`src/rtl/bus_recover_pkg.sv`:
```
package bus_recover_pkg;

  // Phase encoding: bit0 = SCL pull, bit1 = SDA pull, bit2 = busy, bit3 = tag.
  // The outputs are taken straight from the state flops.
  typedef enum logic [3:0] {
    PH_IDLE    = 4'b0000,
    PH_CLK_LO  = 4'b0101,
    PH_CLK_HI  = 4'b0100,
    PH_STOP_LO = 4'b0111,
    PH_STOP_HI = 4'b0110,
    PH_FREE    = 4'b1100
  } phase_e;

  function automatic int half_cycles(input longint sys_hz, input longint scl_hz);
    return int'((sys_hz + 2 * scl_hz - 1) / (2 * scl_hz));
  endfunction

endpackage

```
`src/rtl/brs_half_timer.sv`:
```
module brs_half_timer #(
  parameter int HALF = 63
) (
  input  logic clk,
  input  logic rst_n,
  input  logic run_i,
  output logic tick_o
);
  localparam int CW = $clog2(HALF + 1);
  localparam logic [CW-1:0] LAST = CW'(HALF - 1);

  logic [CW-1:0] cnt_q;

  assign tick_o = run_i && (cnt_q == LAST);

  always_ff @(posedge clk or negedge rst_n) begin
    if (!rst_n) begin
      cnt_q <= '0;
    end else if (!run_i || tick_o) begin
      cnt_q <= '0;
    end else begin
      cnt_q <= cnt_q + 1'b1;
    end
  end
endmodule

```
`src/rtl/brs_seq_fsm.sv`:
```
module brs_seq_fsm
  import bus_recover_pkg::*;
#(
  parameter int CLOCKS = 10
) (
  input  logic   clk,
  input  logic   rst_n,
  input  logic   start_i,
  input  logic   en_i,
  input  logic   tick_i,
  output phase_e phase_o,
  output logic   done_o
);
  localparam int BW = $clog2(CLOCKS + 1);
  localparam logic [BW-1:0] LAST_CLK = BW'(CLOCKS - 1);

  phase_e        phase_q;
  logic [BW-1:0] nclk_q;
  logic          done_q;

  always_ff @(posedge clk or negedge rst_n) begin
    if (!rst_n) begin
      phase_q <= PH_IDLE;
      nclk_q  <= '0;
      done_q  <= 1'b0;
    end else begin
      done_q <= 1'b0;
      case (phase_q)
        PH_IDLE: begin
          if (start_i) begin
            if (en_i) begin
              phase_q <= PH_CLK_LO;
              nclk_q  <= '0;
            end else begin
              done_q <= 1'b1;
            end
          end
        end
        PH_CLK_LO:  if (tick_i) phase_q <= PH_CLK_HI;
        PH_CLK_HI: begin
          if (tick_i) begin
            if (nclk_q == LAST_CLK) begin
              phase_q <= PH_STOP_LO;
            end else begin
              nclk_q  <= nclk_q + 1'b1;
              phase_q <= PH_CLK_LO;
            end
          end
        end
        PH_STOP_LO: if (tick_i) phase_q <= PH_STOP_HI;
        PH_STOP_HI: if (tick_i) phase_q <= PH_FREE;
        PH_FREE: begin
          if (tick_i) begin
            phase_q <= PH_IDLE;
            done_q  <= 1'b1;
          end
        end
        default: phase_q <= PH_IDLE;
      endcase
    end
  end

  assign phase_o = phase_q;
  assign done_o  = done_q;
endmodule

```
`src/rtl/brs_line_map.sv`:
```
module brs_line_map
  import bus_recover_pkg::*;
(
  input  phase_e phase_i,
  output logic   scl_pull_o,
  output logic   sda_pull_o,
  output logic   busy_o
);
  logic [3:0] bits;

  assign bits       = phase_i;
  assign scl_pull_o = bits[0];
  assign sda_pull_o = bits[1];
  assign busy_o     = bits[2];
endmodule

```
`src/rtl/bus_recover_seq.sv`:
```
module bus_recover_seq
  import bus_recover_pkg::*;
#(
  parameter longint SYS_CLK_HZ      = 50_000_000,
  parameter longint SCL_HZ          = 400_000,
  parameter int     RECOVERY_CLOCKS = 9
) (
  input  logic clk,
  input  logic rst_n,
  input  logic start_i,
  input  logic seq_en_i,
  output logic scl_pull_o,
  output logic sda_pull_o,
  output logic busy_o,
  output logic done_o
);
  localparam int HALF   = half_cycles(SYS_CLK_HZ, SCL_HZ);
  localparam int CLOCKS = RECOVERY_CLOCKS + 1;

  phase_e phase;
  logic   tick;
  logic   busy_w;

  brs_half_timer #(.HALF(HALF)) timer_i (
    .clk    (clk),
    .rst_n  (rst_n),
    .run_i  (busy_w),
    .tick_o (tick)
  );

  brs_seq_fsm #(.CLOCKS(CLOCKS)) fsm_i (
    .clk     (clk),
    .rst_n   (rst_n),
    .start_i (start_i),
    .en_i    (seq_en_i),
    .tick_i  (tick),
    .phase_o (phase),
    .done_o  (done_o)
  );

  brs_line_map map_i (
    .phase_i    (phase),
    .scl_pull_o (scl_pull_o),
    .sda_pull_o (sda_pull_o),
    .busy_o     (busy_w)
  );

  assign busy_o = busy_w;
endmodule

```
`config.mk`:
```
export PLATFORM = sky130hd
export DESIGN_NAME = bus_recover_seq
export DESIGN_NICKNAME = d
export VERILOG_FILES = /design/src/rtl/bus_recover_pkg.sv /design/src/rtl/brs_half_timer.sv /design/src/rtl/brs_seq_fsm.sv /design/src/rtl/brs_line_map.sv /design/src/rtl/bus_recover_seq.sv
export SDC_FILE = /design/constraint.sdc
export NUM_CORES = 1
export LEC_CHECK = 0
export BUFFER_PORTS_ARGS = -buffer_cell sky130_fd_sc_hd__buf_2
export CORE_MARGIN = 2
export CORE_UTILIZATION = 50
export DETAILED_ROUTE_END_ITERATION = 16
export PLACE_DENSITY = 0.72
export SKIP_LAST_GASP = 1
export SLEW_MARGIN = 15
export SYNTH_ARGS = -nofsm -noshare
export SYNTH_HDL_FRONTEND = slang
export SYNTH_SLANG_ARGS = --single-unit
```
`constraint.sdc`:
```
create_clock -name clk -period 1.8 [get_ports clk]
set_input_delay 0.18 -clock clk [delete_from_list [all_inputs] [get_ports clk]]
set_output_delay 0.18 -clock clk [all_outputs]
set_load 0.005 [all_outputs]
```
# --- Yosys cells after proc, flatten, opt, wreduce, memory -nomap -nowiden ---
# Cells that the tools add are included.
# W data, S select, Z words.
classes:
  addsub: 2
  eq_ne: 15
  muxes: 19
  n_reduce_logical: 7
op_table:
  columns: ["cell", "n"]
  rows:
  - ["$mux W4", 11]
  - ["$pmux W4 S6", 1]
  - ["$eq A4 B3 Y1 const B", 4]
  - ["$ne A2 B2 Y1 const B", 8]
  - ["$eq A4 B4 Y1 const B", 2]
  - ["$pmux W4 S2", 1]
  - ["$reduce_and A7 Y1", 1]
  - ["$add A6 B1 Y6 const B", 1]
  - ["$eq A6 B6 Y1 const B", 1]
  - ["$mux W6", 1]
  - ["$reduce_and A5 Y1", 1]
  - ["$add A4 B1 Y4 const B", 1]
  - ["$logic_not A4 Y1", 1]
  - ["$mux W1", 3]
  - ["$mux W2", 1]
  - ["$pmux W1 S2", 1]
  - ["$reduce_bool A2 Y1", 1]
  - ["$logic_and A1 B1 Y1", 1]
  - ["$logic_not A1 Y1", 1]
  - ["$logic_or A1 B1 Y1", 1]
word_totals:
  reg_bits: 15
  output_inout_bits: 4
  wordCells: 47

# --- Longest topological paths before layout ---
logic_depth:
  depth_word: 4
  depth_mapped: 7
  ltp_nobuf: 6

# --- Cells and area by module ---
# A second synthesis with hierarchy kept.
hier_totals:
  cells_unflattened: 86
  area_unflattened_um2: 855.8
by_module_without_submodules:
  columns: ["module", "instances", "cells_per_inst", "area_each_um2"]
  rows:
  - ["brs_seq_fsm", 1, 55, 548.0]
  - ["brs_half_timer", 1, 28, 285.3]
  - ["brs_line_map", 1, 3, 22.5]

# --- Worst setup path after synthesis ---
# No wires, ideal clock.
synth_timing:
  path_kind: "register -> register"
  from: "register fsm_i.phase_q[1], in the netlist fsm_i.phase_o[1]"
  to: "register fsm_i.nclk_q[0]"
  setup_ns: 0.069
  t_arrival_ns: 1.665
  path_slack_ns: 0.066
  stages_incl_launch_ff: 5
  period_less_slack_ns: 1.734
  path_cell_list: "dfrtp_1 or4_1 buf_2 or4b_1 nand3_1"
synth_via:
  elab_chain_len: 3
synth_rtl:
  columns: ["element", "line_no", "text"]
  rows:
  - ["from (decl)", "brs_seq_fsm.sv:17", "phase_e phase_q;"]
  - ["from (signal assigned)", "brs_seq_fsm.sv:23", "phase_q <= PH_IDLE;"]
  - ["from (signal assigned)", "brs_seq_fsm.sv:32", "phase_q <= PH_CLK_LO;"]
  - ["from (signal assigned)", "brs_seq_fsm.sv:39", "PH_CLK_LO: if (tick_i) phase_q <= PH_CLK_HI;"]
  - ["$eq A4 B3 Y1 / $logic_not A4 Y1 (equally long branches)", "brs_seq_fsm.sv:28", "case (phase_q)"]
  - ["$ne A2 B2 Y1 (no source line) / $reduce_bool A2 Y1 (equally long branches)", null, null]
  - ["$reduce_and A5 Y1 (no source line)", null, null]
  - ["to (signal assigned)", "brs_seq_fsm.sv:45", "nclk_q <= nclk_q + 1'b1;"]
  - ["to (decl)", "brs_seq_fsm.sv:18", "logic [BW-1:0] nclk_q;"]
# Several ways; a longest one is shown, not always the timed one.
# A chain may end at the register's enable or synchronous reset.

# --- Worst setup path in the final report ---
# Ends and elaborated chain as after synthesis.

==> impl_metrics.toml <==
[finish]
final_area_um2 = 916
areaGrowthSynthToFinish_pct = 14.6
stdcell_count = 112
layout.nets = 105
layout_common_cells = "dfrtp_1, nand3_1, nor2_1, buf_2, nand2_1"
antenna_cells = 0
drive_above_1_share_pct = 17.7
mostFrequentLayoutCell = "dfrtp_1"
n_fill_cell = 132

[drt]
avgRoutedWirePerCell_um = 13.1
vias = 650
drc = 0
viasPerCell = 5.80
antenna_left = 0
drt-initial-drc-count = 10
first_pass_iters = 2
routed_wl_um = 1460

[synth]
yosysWarnings = 0
synth_nets = 91
syn_area_um2 = 800
yosysUniqueCellTypes = 26
netlist_instances = 83
synth_seq_cells = 15
synth.avg_cell_area_um2 = 9.63
yosysSeqAreaShare_pct = 46.9

[run]
drv_cap = 0

[critical_path]
endpoint = "fsm_i.nclk_q[0]$_DFFE_PN0P_"
reg2reg_depth = 3
path_class = "flop to flop"
crit_path_end_kind = "flop"
r2r_end = "fsm_i.nclk_q[0]$_DFFE_PN0P_"
setup.worst_path.start = "fsm_i.phase_o[1]$_DFFE_PN0P_"
cp.required_ns = 2.02
reg2reg_slack_ns = 0.11
cp-start-kind = "flop"
critical_path.max_fanout = 5
arrival_ns = 1.91
r2r-start = "fsm_i.phase_o[1]$_DFFE_PN0P_"

[power_and_ir_drop]
p_sw_share_pct = 21.2
p_per_area_mw_per_mm2 = 586
pwr-share-comb_pct = 2.3
p_int_mw = 0.423
p_sw_mw = 0.114
vdd_ir_drop_max_v = 0.000485
seq_power_share_pct = 62.7
pwr-share-clk_pct = 35.0
p_leak_nw = 0.439

[clock_tree]
clock-root-buffer = "clkbuf_4"
h-tree-depth = 1
clockBufferDepth = 2
path_clk_slew_ns = 0.09
cts_sinks = 15
numCtsBuffers = 3
cts_tree = "built"
insertion_delay_ns = 0.28

[global_routing]
track_usage_pct = 18.6
antenna_found_initial = 0
grt_pass1_vias = 599
grt_pass1_wl_um = 2570
grt_overflow = 0
grt_max_degree = 17

[sta]
setup-violations-final = 0
rsz0062_at_grt = "false"
slew_violations = 0
min_period_ns = 1.69
relSlewSlack_pct = 77.3
worstMarginPinSlew_ns = 0.341
skew_ns = 0.00511
final_hold_viol_count = 0
setup-tns-final_ns = 0
period_share_pct = 93.9
clock.fmax_ghz = 0.592

[placement]
io_buffers = 7
placed_area_um2 = 876
routabilityCongestion = 0.797
dpl.hpwl_um = 1020
dpl.cell_count = 107

[die]
fp-row-count = 14
start_util_pct = 53.1
ios = 8
dieHeight_um = 44.0
die-width_um = 44.0
dieArea_mm2 = 0.00193
core_mm2 = 0.00151

[run_status]
status = "complete, no violations"

[hold_path]
min_path_type = "primary input to flop"
[layout make-up]
class	instances	area [µm²]	share of cell area (%)
Clock buffer	3	22.5	2.46
Clock inverter	1	5.00	0.546
Inverter	2	7.51	0.820
Multi-Input combinational cell	62	403	44.0
Sequential cell	15	375	41.0
Tap cell	16	20.0	2.19
Timing Repair Buffer	13	82.6	9.02
[flip-flops by register name, indices dropped and copies added (netlist names)]
register	count
fsm_i.phase_o	4
fsm_i.nclk_q	4
fsm_i.done_o	1
timer_i.cnt_q	6
[logic make-up (layout without fill, tap and decap cells)]
kind of cell               Yosys count  after routing  synth area share (%)
AOI/OAI and AO/OA                   10             10                  8.14
adders and majority gates            4              4                  6.26
buffers and inverters                6             19                  2.97
DFF                                 15             15                  46.9
and+or+nand+nor                     44             44                  31.3
xor gates and xnor gates             4              4                  4.38
[how the worst min path moves through the flow]
stage                        start  cells past startpoint                      endpoint  slack (ns)
final                     seq_en_i                      3  fsm_i.phase_o[2]$_DFFE_PN0P_        0.25
after CTS                 seq_en_i                      3  fsm_i.phase_o[2]$_DFFE_PN0P_        0.24
after floorplan              rst_n                      0        fsm_i.done_o$_DFF_PN0_       -0.12
after detailed placement     rst_n                      1   fsm_i.nclk_q[2]$_DFFE_PN0P_        0.11
after global routing      seq_en_i                      3  fsm_i.phase_o[2]$_DFFE_PN0P_        0.27
after global placement       rst_n                      1    timer_i.cnt_q[5]$_DFF_PN0_        0.10
[synthesized netlist by cell type, drive strengths merged]
master   n  area [µm²]
nor2     7        26.3
dfrtp   15         375
nor3     1        5.00
xnor2    3        26.3
and4     1        8.76
o32ai    1        8.76
o311ai   1        8.76
buf      1        5.00
nand2    6        22.5
or4      2        15.0
and3     1        6.26
xor2     1        8.76
nand2b   2        12.5
inv      2        7.51
ha       4        50.1
and2     1        6.26
or4b     3        30.0
a31oi    2        12.5
clkbuf   3        11.3
o21ai    1        5.00
nand3   13        65.1
nor2b    1        6.26
a21bo    1        10.0
a21oi    4        20.0
nor4b    1        8.76
nand3b   5        37.5
[what timing repair did]
action,4_1_cts,5_1_grt
resized for setup,0,2
endpoints found under the hold margin,15,0
hold buffers,1,0
buffers inserted,0,0
setup endpoints to repair,0,3
[layer usage]
metal	global-route usage, %	part of all wire (%)	up-vias	wire length (µm)
met3	2.50	2.3	4	34
met5	0	0	-	0
met1	25.5	48	310	706
met4	12.7	2.6	0	38
met2	27.1	47	9	682
li1	-	-	327	-
[power groups by stage]
stage / registers (mW) / logic, mW / clock network [mW]
2_1_floorplan: 0.343 / 0.000396 / 0
3_3_place_gp: 0.343 / 0.0111 / 0
3_5_place_dp: 0.343 / 0.0115 / 0
4_1_cts: 0.337 / 0.0130 / 0.198
5_1_grt: 0.337 / 0.0143 / 0.207
6_report: 0.337 / 0.0125 / 0.188
[per-stage QoR]
stage | setup WS (ns) | hold slack [ns] | total power [mW] | utilization [%]
floorplan | 0.0656 | -0.116 | 0.344 | -
global placement | 0.152 | 0.102 | 0.354 | 58.1
detailed placement | 0.0890 | 0.107 | 0.355 | 58.1
CTS | 0.0661 | 0.237 | 0.547 | 60.6
global route | 0.0201 | 0.273 | 0.558 | 60.8
finish | 0.110 | 0.246 | 0.537 | 60.8
[critical path, stage by stage, from the launching register on]
cell	delay (ns)
dfrtp_1	0.39
or4_1	0.61
or4b_1	0.53
nand3_1	0.10
No activity file was read; power rests on OpenSTA's default activity.
